===== config.mk =====
export PLATFORM = sky130hd
export DESIGN_NAME = bxcvr_top
export DESIGN_NICKNAME = d
export VERILOG_FILES = /design/src/rtl/bxcvr_pkg.sv /design/src/rtl/bxcvr_path.sv /design/src/rtl/bxcvr_drive.sv /design/src/rtl/bxcvr_top.sv
export SDC_FILE = /design/constraint.sdc
export NUM_CORES = 1
export LEC_CHECK = 0
export BUFFER_PORTS_ARGS = -buffer_cell sky130_fd_sc_hd__buf_2
export CORE_MARGIN = 5
export CORE_UTILIZATION = 45
export DETAILED_ROUTE_END_ITERATION = 8
export GPL_TIMING_DRIVEN = 1
export PLACE_DENSITY = 0.71
export REMOVE_ABC_BUFFERS = 1
export SYNTH_ARGS = -nofsm -noshare
export SYNTH_HDL_FRONTEND = slang
export SYNTH_HIERARCHICAL = 1
export SYNTH_SLANG_ARGS = --single-unit

===== constraint.sdc =====
create_clock -name clk -period 1.1 [get_ports clk]
set_input_delay 0.055 -clock clk [delete_from_list [all_inputs] [get_ports clk]]
set_output_delay 0.055 -clock clk [all_outputs]
set_load 0.02 [all_outputs]

===== src/rtl/bxcvr_pkg.sv =====
// Shared definitions for the two-way bus transceiver.
// Assumes: every path is the same width; the strobes are synchronous to clk.
package bxcvr_pkg;

    parameter int unsigned BXCVR_W = 18;

    // What the storage of one path does at the next rising clock edge.
    typedef enum logic [1:0] {
        PATH_HOLD    = 2'd0,
        PATH_PASS    = 2'd1,
        PATH_CAPTURE = 2'd2
    } path_act_e;

    // Picks the storage action from the pass enable and a detected falling strobe.
    function automatic path_act_e path_act(input logic pass_en, input logic stb_fall);
        if (pass_en)
            return PATH_PASS;
        else if (stb_fall)
            return PATH_CAPTURE;
        else
            return PATH_HOLD;
    endfunction

endpackage


===== src/rtl/bxcvr_path.sv =====
// One direction of the transceiver: one word of storage with three modes.
// Pass enable high: the output follows the input, and the storage tracks it
// every clock. Pass enable low: the output is the stored word, which reloads
// only on a strobe that was high at the previous rising edge and is low now.
// Assumes: din, pass_en and stb change away from the rising edge of clk.
module bxcvr_path
    import bxcvr_pkg::*;
#(
    parameter int unsigned W = BXCVR_W
) (
    input  logic         clk,
    input  logic         rst_n,
    input  logic [W-1:0] din,
    input  logic         pass_en,
    input  logic         stb,
    output logic [W-1:0] dout,
    output logic [W-1:0] held_o
);

    logic         stb_q;
    logic         stb_fall;
    logic [W-1:0] held_q;
    path_act_e    act;

    // Detects a high-to-low strobe between two samples and picks the action.
    always_comb begin
        stb_fall = stb_q & ~stb;
        act      = path_act(pass_en, stb_fall);
    end

    // Records the strobe level and reloads the stored word when asked.
    always_ff @(posedge clk) begin
        if (!rst_n) begin
            stb_q  <= 1'b0;
            held_q <= '0;
        end else begin
            stb_q <= stb;
            if (act != PATH_HOLD)
                held_q <= din;
        end
    end

    // Sends the input straight through in pass mode, else the stored word.
    always_comb begin
        dout   = pass_en ? din : held_q;
        held_o = held_q;
    end

endmodule


===== src/rtl/bxcvr_drive.sv =====
// Output stage for one port: turns the direction's output enable, whose
// polarity is set by EN_LOW, into a drive flag and gates the data to zero
// when the port is not driven.
// Assumes: the caller builds the pad or bus mux from out and drive.
module bxcvr_drive #(
    parameter int unsigned W      = bxcvr_pkg::BXCVR_W,
    parameter bit          EN_LOW = 1'b0
) (
    input  logic         oe,
    input  logic [W-1:0] data,
    output logic [W-1:0] out,
    output logic         drive
);

    logic en;

    generate
        if (EN_LOW) begin : g_low
            // Active-low enable.
            always_comb en = ~oe;
        end else begin : g_high
            // Active-high enable.
            always_comb en = oe;
        end
    endgenerate

    // Drives the data only while enabled.
    always_comb begin
        drive = en;
        out   = en ? data : '0;
    end

endmodule


===== src/rtl/bxcvr_top.sv =====
// Two-way 18-bit transceiver: an A-to-B path and a B-to-A path, each with
// its own pass enable, capture strobe and output enable. Port A's enable is
// active low and port B's is active high.
// Assumes: the user never enables both directions onto a shared wire at once.
module bxcvr_top
    import bxcvr_pkg::*;
#(
    parameter int unsigned W = BXCVR_W
) (
    input  logic         clk,
    input  logic         rst_n,
    input  logic [W-1:0] a_in,
    input  logic [W-1:0] b_in,
    input  logic         le_ab,
    input  logic         le_ba,
    input  logic         stb_ab,
    input  logic         stb_ba,
    input  logic         oe_ab,
    input  logic         oe_ba_n,
    output logic [W-1:0] a_out,
    output logic         a_drive,
    output logic [W-1:0] b_out,
    output logic         b_drive
);

    logic [W-1:0] ab_dat;
    logic [W-1:0] ab_held;
    logic [W-1:0] ba_dat;
    logic [W-1:0] ba_held;

    bxcvr_path #(.W(W)) path_ab_i (
        .clk     (clk),
        .rst_n   (rst_n),
        .din     (a_in),
        .pass_en (le_ab),
        .stb     (stb_ab),
        .dout    (ab_dat),
        .held_o  (ab_held)
    );

    bxcvr_path #(.W(W)) path_ba_i (
        .clk     (clk),
        .rst_n   (rst_n),
        .din     (b_in),
        .pass_en (le_ba),
        .stb     (stb_ba),
        .dout    (ba_dat),
        .held_o  (ba_held)
    );

    bxcvr_drive #(.W(W), .EN_LOW(1'b0)) drv_b_i (
        .oe    (oe_ab),
        .data  (ab_dat),
        .out   (b_out),
        .drive (b_drive)
    );

    bxcvr_drive #(.W(W), .EN_LOW(1'b1)) drv_a_i (
        .oe    (oe_ba_n),
        .data  (ba_dat),
        .out   (a_out),
        .drive (a_drive)
    );

endmodule


==> results.md, run 1 <==
- Fill cells: 409
- VDD IR max: 708 µV
- GR Util met2: 0.291
- Post-route ant nets: 0
- Complex-gate fraction of the synthesized area: 0.0143
- Critical Path AT: 1.19 ns
- Final total power: 0.00337 W
- DRC Markers: 0
- Longest Clk Path Bufs: 2
- Post-synthesis xor/xnor area fraction: 0
- Synth area leaders: dfxtp_1, mux2_2, mux2i_1, nand2_1, and2_2
- Synth Area in Adders: 0
- CP endpoint kind: output port
- Worst slack at placement: -0.128 ns
- Fmax: 804 MHz
- Synth Register Bits: 38
- Average wire per standard cell: 13.8 µm
- Met3 usage: 0.0333
- Storage cell area: 802 µm²
- Largest family of logic cells by synthesized area: multiplexers
- Met1 usage: 0.187
- Netlist cell types: 14
- Htree depth: 2
- Commonest cells after routing, fill and taps aside: nand2_1, buf_2, mux2i_1, buf_6, dfxtp_2
- First-pass GRT wire length: 8.32 mm
- Die H: 81.1 µm
- Avg Cell Area, Syn: 9.31 µm²
- Worst-Skew Late Latency: 0.28 ns
- Chip width: 81.1 µm
- Status: complete, but fails checks
- Simple-gate portion of the synthesized area: 0.236
- DP Area: 2670 µm²
- RSZ-0062 raised after global routing: yes
- Yosys warns: 6
- I/O pin total: 82
- Busiest grt layer: met2
- Share of post-route cells with drive strength above 1: 0.586
- Vias in the first global route: 1,867
- Design area: 3120 µm²
- Initial drt markers: 90
- FP Rows: 25
- Routability Congestion: 0.740
- I/O Buffers: 81
- Failing checks: negative setup slack
- Clock Skews: 0.00534 ns
- Setup violators final: 36
- Final slew viol count: 0
- Worst min path class: input pin to flop
- Layout Cells excl Fill: 388
- WL final: 5.37 mm
- PnR worst setup slack: -0.144 ns
- WP data required: 1.04 ns
- Antenna Cells: 0
- Initial antenna violation count: 0
- Multi-input logic area: 1430 µm²
- Via/cell ratio: 4.74
- Max cap viols: 0
- CTS sink cnt: 38
- Register area share after synthesis: 0.335
- Critical-path maximum fanout: 2
- Vias: 1,841
- Final Util: 0.648
- Initial Util: 0.472
- Leakage: 1.50 nW
- Num CTS Buffers: 5
- Synthesized area: 2270 µm²
- Dominant cell type by area after synthesis: dfxtp_1
- Final Cycle Share: 1.13
- Largest net degree at the start of global routing: 55
- GRT Overall Usage: 0.162
- CTS root buffer: clkbuf_8
- Worst setup SP type: flop
- Most common cell after layout, fill and taps aside: nand2_1
- Hold Path Depth: 3
- Final Hold Viols: 0
- Multiplexer share of the synthesized area: 0.337
- Nets: 365
- Pwr Density: 1080 nW/µm²
- Worst reg-to-reg path cell count: 3
- Minimum clock period: 1.24 ns
- Share of the synthesized area in the top cell type: 0.335
- Die Area: 6570 µm²
- Core box area: 4820 µm²
- Area grow syn2layout: 37.4%
- Slew at the pin with the worst max-slew slack: 0.535 ns
- GR Overflow Total: 0
- Post-Syn Instances: 244
- Kind of critical path: flop to output port
- Clock transition at path regs: 0.07 ns
- HPWL Detailed: 3.59 mm
- Max transition margin: 0.644
- DR pass1 iterations: 4
- Placed Cells: 378
- CTS tree: yes
worst paths after layout:
check,from,endpoint,slack (ns)
min reg2reg,path_ba_i/held_o[7],path_ba_i/held_o[7],0.45
max reg2reg,path_ba_i/stb_q,path_ba_i/held_o[12],0.13
min,a_in[5],path_ab_i/held_o[5],0.01
max,path_ba_i/held_o[2],a_out[2],-0.14
through the flow:
step / TNS [ns] / hold WS (ns)
finish: -3.03 / 0.0132
global route: -4.66 / 0.00544
CTS: -3.43 / 0.00231
detailed placement: -3.82 / 0.276
global placement: -2.67 / 0.275
floorplan: -0.108 / 0.110
state kept, by name, summed over array words and instances (netlist names):
signal and flops:
path_ab_i/held_o 18, path_ab_i/stb_q 1, path_ba_i/held_o 18, path_ba_i/stb_q 1
cells by family (layout without fill, tap and decap cells):
family | after synthesis | in the layout
buf+inv | 22 | 99
compound gates | 2 | 2
flops | 38 | 38
mux | 72 | 72
simple gates | 110 | 110
report_power, final:
group | switching, W | internal [W]
Combinational | 0.000438 | 0.000523
Clock | 0.000439 | 0.000436
Sequential | 0.0000478 | 0.00149
Total | 0.000926 | 0.00245
per-layer routing:
layer	up-vias	share of wire
li1	945	-
met2	34	0.54
met3	11	0.033
met4	0	0.020
met5	-	0
met1	851	0.40
cell usage after synthesis, drive strengths merged:
master,number
and2b,8
and2,20
nand2,72
inv,3
mux2,36
mux2i,36
nor2b,10
a21oi,2
dfxtp,38
buf,19
critical path: stages (launching register included):
cell and delay (ns):
dfxtp_2 0.33, mux2_4 0.27, and2b_1 0.18, buf_6 0.13
what timing repair did:
item                                   4_1_cts  5_1_grt
gates cloned                                 0        0
endpoints found under the hold margin        2        0
setup buffers                                1        0
setup endpoints to repair                   36       36
resized for setup                           95       39
hold buffers                                 2        0
layout make-up:
type,count,share of cell area
clock buffer,7,0.0244
inverter,3,0.00361
multi-input combinational,184,0.459
sequential,38,0.257
tap,67,0.0268
timing repair buffer,89,0.230
Note: power is estimated with default switching activity, not from simulation.
==> run 2, diff against run 1 <==
Clock period 1.1 ns to 1.2 ns, I/O delays scaled along.
==> results.md, run 2 (synthesized netlist as in run 1, its figures left out) <==
- Status: complete, but fails checks
- Failing checks: negative setup slack
- DP Area: 2660 µm² (-0.28%)
- Num CTS Buffers: 5 (unchanged)
- CP endpoint kind: output port
- Final total power: 0.00331 W (-1.9%)
- DR pass1 iterations: 4 (unchanged)
- Vias: 1,878 (+2.0%)
- Most common cell after layout, fill and taps aside: nand2_1
- GRT Overall Usage: 0.164 (+0.00116)
- Via/cell ratio: 4.83 (+1.7%)
- Average wire per standard cell: 13.6 µm (-1.5%)
- Final slew viol count: 0 (unchanged)
- Area grow syn2layout: 40.2%
- CTS tree: yes
- Setup violators final: 10 (-72%)
- Share of post-route cells with drive strength above 1: 0.606 (+0.0199)
- Core box area: 4820 µm² (unchanged)
- Longest Clk Path Bufs: 2 (unchanged)
- Critical path startpoint: path_ba_i/held_o[10]
- WL final: 5.30 mm (-1.3%)
- Max transition margin: 0.616 (-0.0278)
- Clock Skews: 0.00505 ns (-0.000292 ns)
- FP Rows: 25 (unchanged)
- Minimum clock period: 1.23 ns
- Fill cells: 441 (+7.8%)
- Final Util: 0.661 (+0.0130)
- R2R setup slack: 0.21 ns (+0.08 ns)
- VDD IR max: 641 µV (-9.5%)
- CTS root buffer: clkbuf_8
- WP data required: 1.14 ns (+0.10 ns)
- I/O Buffers: 81 (unchanged)
- Final Cycle Share: 1.02
- Kind of critical path: flop to output port
- Commonest cells after routing, fill and taps aside: nand2_1, buf_2, mux2i_1, buf_6, dfxtp_2
- Worst reg-to-reg path cell count: 3 (unchanged)
- Routability Congestion: 0.711 (-3.9%)
- GR Overflow Total: 0 (unchanged)
- Reg2reg end: path_ab_i/held_o[17]
- Max cap viols: 0 (unchanged)
- Die Area: 6570 µm² (unchanged)
- R2r startpoint: path_ab_i/stb_q
- First-pass GRT wire length: 8.45 mm (+1.5%)
- Post-route ant nets: 0 (unchanged)
- Worst min path class: input pin to flop
- Vias in the first global route: 1,876 (+0.48%)
- Hold WS: 0.0200 ns (+0.00681 ns)
- CTS sink cnt: 38 (unchanged)
- Leakage: 1.53 nW (+2.0%)
- Largest net degree at the start of global routing: 75 (+36%)
- Design area: 3190 µm² (+2.0%)
- Pwr Density: 1040 nW/µm² (-3.8%)
- Worst-Skew Late Latency: 0.28 ns (about the same)
- Die H: 81.1 µm (unchanged)
- RSZ-0062 raised after global routing: yes
- Initial antenna violation count: 0 (unchanged)
- Worst setup SP type: flop
- Critical Path AT: 1.17 ns (-0.02 ns)
- I/O pin total: 82 (unchanged)
- Htree depth: 2 (unchanged)
- Nets: 365 (unchanged)
- Worst slack at placement: -0.0159 ns (+0.113 ns)
- Antenna Cells: 0 (unchanged)
- Critical Path End: a_out[10]
- Slew at the pin with the worst max-slew slack: 0.576 ns (+0.0416 ns)
- PnR worst setup slack: -0.0282 ns (+0.116 ns)
- Initial drt markers: 52 (-42%)
- Chip width: 81.1 µm (unchanged)
- Critical-path maximum fanout: 2 (unchanged)
- Initial Util: 0.472 (unchanged)
- HPWL Detailed: 3.41 mm (-5.2%)
- Final Hold Viols: 0 (unchanged)
- Fmax: 814 MHz
- DRC Markers: 0 (unchanged)
- Clock transition at path regs: 0.08 ns (about the same)
run 2: layout make-up:
cell class	instances	area, µm²	share of cell area
multi-input cells	184	1450	0.454
flip-flops and latches	38	805	0.253
repair buffers	89	729	0.229
clock buffers	8	110	0.0346
well taps	67	83.8	0.0263
inverters	3	11.3	0.00353
run 2: metal layers:
metal  global-route usage  up-vias  share of wire
met5                    0        -              0
met2                0.290       45           0.53
met4               0.0811        0          0.034
met1                0.185      871           0.40
met3               0.0333       16          0.039
li1                     -      946              -
run 2: worst min path at each step:
stage | start | endpoint | slack (ns) | depth (start not counted)
after floorplan | oe_ab | b_drive | 0.12 | 0
after global placement | stb_ab | path_ab_i/stb_q | 0.28 | 2
after detailed placement | stb_ba | path_ba_i/stb_q | 0.28 | 2
after CTS | b_in[5] | path_ba_i/held_o[5] | 0.01 | 3
after global routing | a_in[11] | path_ab_i/held_o[11] | 0.01 | 3
final | a_in[5] | path_ab_i/held_o[5] | 0.02 | 3
run 2: where the power goes:
part           switching (W)  total, W  internal [W]
clock network       0.000427   0.00101      0.000580
logic               0.000406  0.000895      0.000489
registers          0.0000430   0.00141       0.00136
run 2: through the flow:
step	setup TNS, ns	instances
after floorplan	0	225
after global placement	-0.00357	377
after detailed placement	-0.0519	377
after CTS	-0.108	388
after global routing	-1.18	389
final	-0.105	389
run 2: worst max-delay path: stages, from the launching register on:
cell and delay (ns):
dfxtp_2 0.33, mux2_2 0.25, nor2b_2 0.16, buf_6 0.15
run 2: what timing repair did:
action / CTS / global route
pin swaps: 0 / 0
hold buffers: 2 / 0
resized for setup: 111 / 31
endpoints found under the hold margin: 2 / 0
endpoints found under the setup margin: 31 / 36
buffers inserted: 1 / 1
